===== src/rtl/opr_pkg.sv =====
package opr_pkg;

  localparam int SPEC_W = 6;
  localparam int SLIT_W = 5;

  typedef enum logic [3:0] {
    AM_REG, AM_SPEC, AM_SLIT, AM_IND, AM_POP,
    AM_PEEK, AM_PUSH, AM_IDX, AM_NWADR, AM_NWLIT
  } am_e;

  typedef enum logic [1:0] {ST_IDLE, ST_NWORD, ST_DATA} st_e;

  function automatic am_e am_of(input logic [SPEC_W-1:0] c);
    am_e m;
    if (c[5]) m = AM_SLIT;
    else begin
      case (c[4:3])
        2'b00: m = AM_REG;
        2'b01: m = AM_IND;
        2'b10: m = AM_IDX;
        default: begin
          case (c[2:0])
            3'd0: m = AM_POP;
            3'd1: m = AM_PEEK;
            3'd2: m = AM_PUSH;
            3'd6: m = AM_NWADR;
            3'd7: m = AM_NWLIT;
            default: m = AM_SPEC;
          endcase
        end
      endcase
    end
    return m;
  endfunction

  // modes that fetch an extra word through the program counter
  function automatic logic am_fetch(input am_e m);
    return (m == AM_IDX) || (m == AM_NWADR) || (m == AM_NWLIT);
  endfunction

  // modes that read memory at an address known in the start cycle
  function automatic logic am_direct_mem(input am_e m);
    return (m == AM_IND) || (m == AM_POP) || (m == AM_PEEK) || (m == AM_PUSH);
  endfunction

  function automatic logic am_moves_sp(input am_e m);
    return (m == AM_POP) || (m == AM_PUSH);
  endfunction

endpackage


===== src/rtl/opr_regsel.sv =====
module opr_regsel #(
  parameter int WORD_W = 16,
  parameter int NREG   = 8,
  localparam int IDX_W = $clog2(NREG)
) (
  input  logic [NREG*WORD_W-1:0] regs_flat,
  input  logic [IDX_W-1:0]       idx,
  output logic [WORD_W-1:0]      val
);
  logic [WORD_W-1:0] bank [NREG];

  for (genvar g = 0; g < NREG; g++) begin : g_unpack
    assign bank[g] = regs_flat[g*WORD_W +: WORD_W];
  end

  assign val = bank[idx];
endmodule


===== src/rtl/opr_seq.sv =====
module opr_seq
  import opr_pkg::*;
(
  input  logic clk,
  input  logic rst_n,
  input  logic go_fetch,
  input  logic go_mem,
  input  logic lit_fetch,
  output st_e  state
);
  st_e nxt;

  always_comb begin
    nxt = state;
    unique case (state)
      ST_IDLE:  if (go_fetch) nxt = ST_NWORD;
                else if (go_mem) nxt = ST_DATA;
      ST_NWORD: nxt = lit_fetch ? ST_IDLE : ST_DATA;
      ST_DATA:  nxt = ST_IDLE;
      default:  nxt = ST_IDLE;
    endcase
  end

  always_ff @(posedge clk or negedge rst_n) begin
    if (!rst_n) state <= ST_IDLE;
    else        state <= nxt;
  end
endmodule


===== src/rtl/operand_resolver.sv =====
module operand_resolver
  import opr_pkg::*;
#(
  parameter int WORD_W = 16,
  parameter int NREG   = 8
) (
  input  logic                   clk,
  input  logic                   rst_n,
  input  logic                   start,
  input  logic [SPEC_W-1:0]      spec,
  input  logic [NREG*WORD_W-1:0] gpr_flat,
  input  logic [WORD_W-1:0]      sp_in,
  input  logic [WORD_W-1:0]      pc_in,
  input  logic [WORD_W-1:0]      ovf_in,
  output logic                   mem_rd,
  output logic [WORD_W-1:0]      mem_addr,
  input  logic [WORD_W-1:0]      mem_rdata,
  output logic                   done,
  output logic [WORD_W-1:0]      value,
  output logic                   addr_valid,
  output logic [WORD_W-1:0]      eff_addr,
  output logic                   is_lit,
  output logic                   sp_wr,
  output logic [WORD_W-1:0]      sp_next,
  output logic                   pc_wr,
  output logic [WORD_W-1:0]      pc_next,
  output logic                   busy
);
  localparam int IDX_W = $clog2(NREG);
  localparam logic [WORD_W-1:0] ONE = {{(WORD_W-1){1'b0}}, 1'b1};

  function automatic logic [WORD_W-1:0] w_inc(input logic [WORD_W-1:0] a);
    return a + ONE;
  endfunction
  function automatic logic [WORD_W-1:0] w_dec(input logic [WORD_W-1:0] a);
    return a - ONE;
  endfunction
  function automatic logic [WORD_W-1:0] w_add(input logic [WORD_W-1:0] a,
                                              input logic [WORD_W-1:0] b);
    return a + b;
  endfunction

  st_e               state;
  am_e               mode_now, mode_q;
  logic [WORD_W-1:0] gpr_val, ea_now, direct_val, idx_ea;
  logic [WORD_W-1:0] base_q, ea_q, pc_nxt_q, sp_nxt_q;

  // named events
  logic ev_accept, ev_go_fetch, ev_go_mem, ev_lit_fetch;

  assign mode_now     = am_of(spec);
  assign ev_accept    = start && (state == ST_IDLE);
  assign ev_go_fetch  = ev_accept && am_fetch(mode_now);
  assign ev_go_mem    = ev_accept && am_direct_mem(mode_now);
  assign ev_lit_fetch = (mode_q == AM_NWLIT);

  opr_regsel #(.WORD_W(WORD_W), .NREG(NREG)) u_regsel (
    .regs_flat (gpr_flat),
    .idx       (spec[IDX_W-1:0]),
    .val       (gpr_val)
  );

  opr_seq u_seq (
    .clk       (clk),
    .rst_n     (rst_n),
    .go_fetch  (ev_go_fetch),
    .go_mem    (ev_go_mem),
    .lit_fetch (ev_lit_fetch),
    .state     (state)
  );

  always_comb begin
    unique case (mode_now)
      AM_IND:           ea_now = gpr_val;
      AM_POP, AM_PEEK:  ea_now = sp_in;
      AM_PUSH:          ea_now = w_dec(sp_in);
      default:          ea_now = '0;
    endcase
  end

  always_comb begin
    direct_val = gpr_val;
    if (mode_now == AM_SLIT)
      direct_val = {{(WORD_W-SLIT_W){1'b0}}, spec[SLIT_W-1:0]};
    else if (mode_now == AM_SPEC) begin
      unique case (spec[1:0])
        2'b11:   direct_val = sp_in;
        2'b00:   direct_val = pc_in;
        default: direct_val = ovf_in;
      endcase
    end
  end

  assign idx_ea = w_add(mem_rdata, base_q);

  always_ff @(posedge clk or negedge rst_n) begin
    if (!rst_n) begin
      mode_q   <= AM_REG;
      base_q   <= '0;
      ea_q     <= '0;
      pc_nxt_q <= '0;
      sp_nxt_q <= '0;
    end else if (ev_accept) begin
      mode_q   <= mode_now;
      base_q   <= (mode_now == AM_IDX) ? gpr_val : '0;
      ea_q     <= ea_now;
      pc_nxt_q <= w_inc(pc_in);
      sp_nxt_q <= (mode_now == AM_POP) ? w_inc(sp_in) : w_dec(sp_in);
    end else if (state == ST_NWORD && !ev_lit_fetch) begin
      ea_q     <= idx_ea;
    end
  end

  always_comb begin
    mem_rd     = 1'b0;
    mem_addr   = '0;
    done       = 1'b0;
    value      = '0;
    addr_valid = 1'b0;
    eff_addr   = '0;
    is_lit     = 1'b0;
    sp_wr      = 1'b0;
    pc_wr      = 1'b0;
    unique case (state)
      ST_IDLE: begin
        if (ev_go_fetch) begin
          mem_rd   = 1'b1;
          mem_addr = pc_in;
        end else if (ev_go_mem) begin
          mem_rd   = 1'b1;
          mem_addr = ea_now;
        end else if (ev_accept) begin
          done   = 1'b1;
          value  = direct_val;
          is_lit = (mode_now == AM_SLIT);
        end
      end
      ST_NWORD: begin
        if (ev_lit_fetch) begin
          done   = 1'b1;
          value  = mem_rdata;
          is_lit = 1'b1;
          pc_wr  = 1'b1;
        end else begin
          mem_rd   = 1'b1;
          mem_addr = idx_ea;
        end
      end
      ST_DATA: begin
        done       = 1'b1;
        value      = mem_rdata;
        addr_valid = 1'b1;
        eff_addr   = ea_q;
        pc_wr      = am_fetch(mode_q);
        sp_wr      = am_moves_sp(mode_q);
      end
      default: ;
    endcase
  end

  assign sp_next = sp_nxt_q;
  assign pc_next = pc_nxt_q;
  assign busy    = (state != ST_IDLE);
endmodule


===== config.mk =====
export PLATFORM = sky130hd
export DESIGN_NAME = operand_resolver
export DESIGN_NICKNAME = d
export VERILOG_FILES = /design/src/rtl/opr_pkg.sv /design/src/rtl/opr_regsel.sv /design/src/rtl/opr_seq.sv /design/src/rtl/operand_resolver.sv
export SDC_FILE = /design/constraint.sdc
export NUM_CORES = 1
export LEC_CHECK = 0
export CAP_MARGIN = 20
export CORE_MARGIN = 2
export CORE_UTILIZATION = 48
export CTS_CLUSTER_SIZE = 24
export DETAILED_ROUTE_END_ITERATION = 10
export PLACE_DENSITY = 0.94
export REMOVE_ABC_BUFFERS = 1
export SYNTH_ARGS = -nofsm -noshare
export SYNTH_HDL_FRONTEND = slang
export SYNTH_SLANG_ARGS = --single-unit

===== constraint.sdc =====
create_clock -name clk -period 7.18 [get_ports clk]
set_clock_uncertainty 0.1 [all_clocks]
set_input_delay 0.718 -clock clk [delete_from_list [all_inputs] [get_ports clk]]
set_output_delay 0.718 -clock clk [all_outputs]
set_load 0.02 [all_outputs]

==> impl_metrics.yaml <==
run_status:
  outcome: "finished, final reports clean"
worst_setup_path:
  reg2regPathDepth: 8
  reg2reg_to: "ea_q[12]$_DFFE_PN0P_"
  r2r_start: "base_q[0]$_DFFE_PN0P_"
  crit_fanout: 18
  start_kind: "input port"
  worstSetupPathType: "in2out"
  critPathRequiredTime_ns: 6.36
  cp_data_arrival_time_ns: 4.88
  rrSetupSlack_ns: 4.29
  endpoint_kind: "primary output"
die:
  die_area_um2: 15600
  die_y_um: 125
  die-width_um: 125
  coreArea_um2: 14400
  fp-row-count: 44
  io-pin-count: 288
  initial_core_util_pct: 48.7
placement:
  port_buffers: 287
  place_ws_ns: 1.59
  gp_congestion: 0.980
  dp_hpwl_mm: 21.4
sta:
  fin_setup_tns_ns: 0
  clock.fmax_ghz: 0.176
  timing_hold_violations_final: 0
  worstMarginPinSlew_ns: 1.04
  slew_violations: 0
  period_needed_ns: 5.70
  relSlewSlack_pct: 30.2
  holdWs_ns: 0.378
  timing.final.crit_share_pct: 79.3
  setup_ws_ns: 1.48
  rsz0062_at_grt: "no"
  setup_viol: 0
clock_tree:
  clock_latency_ns: 0.33
  htreeDepth: 3
  post-cts-setup-buffers: 0
  cts_resized: 0
  clock-sinks: 70
  cts_tree: "done"
  hold_buffers: 0
  clockRootBuffer: "clkbuf_16"
  clkTransAtPathRegs_ns: 0.06
  cts_inserted_buffers: 9
  clock_path_buffers: 2
hold_path:
  hp-start: "pc_next[14]$_DFFE_PN0P_"
  holdPathStages: 2
  hp-class: "reg2reg"
  hold_path_end: "pc_next[14]$_DFFE_PN0P_"
drt:
  wl_met3_mm: 2.22
  drt-met1-wl_mm: 10.1
  dr.pass1.iters: 5
  wl_per_cell_um: 21.3
  viasPerCell: 6.22
  ant_nets: 0
  drt-total-wl_mm: 27.2
  drc_errors: 0
  dr_wl_met2_mm: 13.5
  first_iter_violations: 666
  vias: 7952
  highest_layer: "met4"
synthesis:
  synthesis.instances: 840
  seq_area_frac_synth_pct: 24.9
  synthFlopType: "dfrtp_1"
  syn_area_um2: 7030
  yosys-top-cells-area: "dfrtp_1 (25%), mux4_2 (9.0%), o21ai_0 (7.1%)"
  synth.distinct_cells: 68
  yosysWarnings: 0
  syn_area_per_cell_um2: 8.36
  yosysTopAreaCell: "dfrtp_1"
  ys_ff_latch: 70
  yosys.area.top_type_share_pct: 24.9
  synth-edff-count: 0
  async_flop_share_pct: 100
pwr:
  p_seq_share_pct: 25.4
  p_leak_nw: 4.14
  power_mw: 2.43
  vdd_drop_max_mv: 0.134
  p_switching_mw: 0.954
  power_frac_comb_pct: 52.7
  p_int_mw: 1.48
  switching_share_pct: 39.2
  p_clk_share_pct: 22.0
  power_density_nw_per_um2: 236
cells_and_area:
  area_delta_synth_final_pct: 46.8
  diodes: 0
  drive_above_1_share_pct: 6.95
  fin_nets: 1319
global_route:
  grt_pass1_vias: 7876
  antenna_found_initial: 0
  grt_util_all_layers_pct: 33.9
  grt_overflow: 0
  grt_max_degree: 77
  grt_first_pass_wirelength_mm: 42.2
flow_run:
  cap_violations: 0
power by group through the flow:
stage | clock, mW | combinational (mW) | sequential, mW
2_1_floorplan | 0 | 0.530 | 0.713
3_5_place_dp | 0 | 1.27 | 0.622
6_report | 0.535 | 1.28 | 0.617
3_3_place_gp | 0 | 1.25 | 0.616
5_1_grt | 0.554 | 1.36 | 0.634
4_1_cts | 0.535 | 1.27 | 0.617
cell usage in the layout (no fill, tap or decap), types with 6 or more instances in the layout:
master / instances
nor4_1: 7
nor3_1: 10
a211oi_1: 6
a31oi_1: 6
clkbuf_16: 9
xnor2_1: 21
and2_1: 20
a21o_1: 13
dfrtp_1: 70
o21ai_0: 99
mux2i_1: 42
mux4_2: 28
clkdlybuf4s50_1: 284
a21oi_1: 32
buf_4: 12
a22oi_1: 24
nand4_1: 9
nand3_1: 23
ha_1: 28
xor2_1: 23
nand2_1: 115
or3_1: 6
and3_1: 8
a22o_1: 16
nor2_1: 53
a221o_1: 7
inv_1: 16
cell usage after synthesis, types with 5 or more instances:
cell / instances
clkbuf_1: 47
a31oi_1: 6
nand3_1: 23
nor4_1: 7
o21ai_1: 5
or3_1: 6
a221o_1: 7
mux2i_1: 42
mux2_1: 5
nand2b_1: 5
a211oi_1: 6
a22o_1: 16
and3_1: 8
o21ai_0: 99
and2_1: 20
a21oi_1: 32
inv_1: 16
mux4_2: 28
buf_2: 12
a22oi_1: 24
nor2_1: 53
nand2_1: 116
xnor2_1: 21
nor3_1: 10
nand4_1: 9
xor2_1: 23
dfrtp_1: 70
a21o_1: 13
ha_1: 28
mux2_2: 5
critical path, stage by stage:
cell and delay (ns):
clkdlybuf4s50_1 0.45, inv_1 0.19, ha_1 0.65, nor2_1 0.15
o32a_1 0.54, nor3_1 0.86, o21ai_0 0.27, a21o_1 0.24
o211ai_1 0.13, clkdlybuf4s50_1 0.65
how the worst max path moves through the flow:
| stage | start | endpoint | slack [ns] | cells past startpoint |
|---|---|---|---|---|
| 6_report | spec[1] | mem_addr[11] | 1.48 | 10 |
| 5_1_grt | spec[1] | mem_addr[11] | 1.28 | 10 |
| 4_1_cts | spec[1] | mem_addr[6] | 1.56 | 10 |
| 3_5_place_dp | spec[1] | mem_addr[6] | 1.59 | 10 |
| 3_3_place_gp | spec[1] | mem_addr[7] | 1.63 | 9 |
| 2_1_floorplan | spec[0] | value[10] | 2.60 | 8 |
cell families (layout without fill, tap and decap cells):
group                      count (synthesis)  after routing  synth area share, %
DFF                                       70             70                 24.9
xor gates and xnor gates                  44             44                 5.49
muxes                                     80             80                 16.6
and+or+nand+nor                          283            283                 19.6
buffers and inverters                     78            332                 4.51
adders and majority gates                 29             29                 5.27
AOI/OAI and AO/OA                        256            256                 23.7
per-layer routing:
metal | global-route usage [%] | up-vias
met4 | 17.0 | 0
met2 | 59.3 | 503
li1 | - | 3624
met1 | 41.3 | 3735
met3 | 4.32 | 90
met5 | 0 | -
registers in the layout (all words and copies together), names as in the netlist:
| register | cells |
|---|---|
| mode_q | 4 |
| sp_next | 16 |
| pc_next | 16 |
| u_seq.state | 2 |
| base_q | 16 |
| ea_q | 16 |
stage by stage:
stage	util, %	cell area [um2]	std cells
2_1_floorplan	-	6770	778
3_3_place_gp	69.0	9950	1260
3_5_place_dp	69.0	9950	1260
4_1_cts	71.4	10300	1276
5_1_grt	71.5	10300	1278
6_report	71.5	10300	1278
cell type report:
type / instances / area [um2]
sequential: 70 / 1750
inverter: 16 / 60.1
fill: 1121 / 4110
tap: 184 / 230
multi-input combinational: 692 / 4960
clock buffer: 11 / 243
clock inverter: 5 / 106
timing repair buffer: 300 / 2960
(Power assumes the default switching activity.)
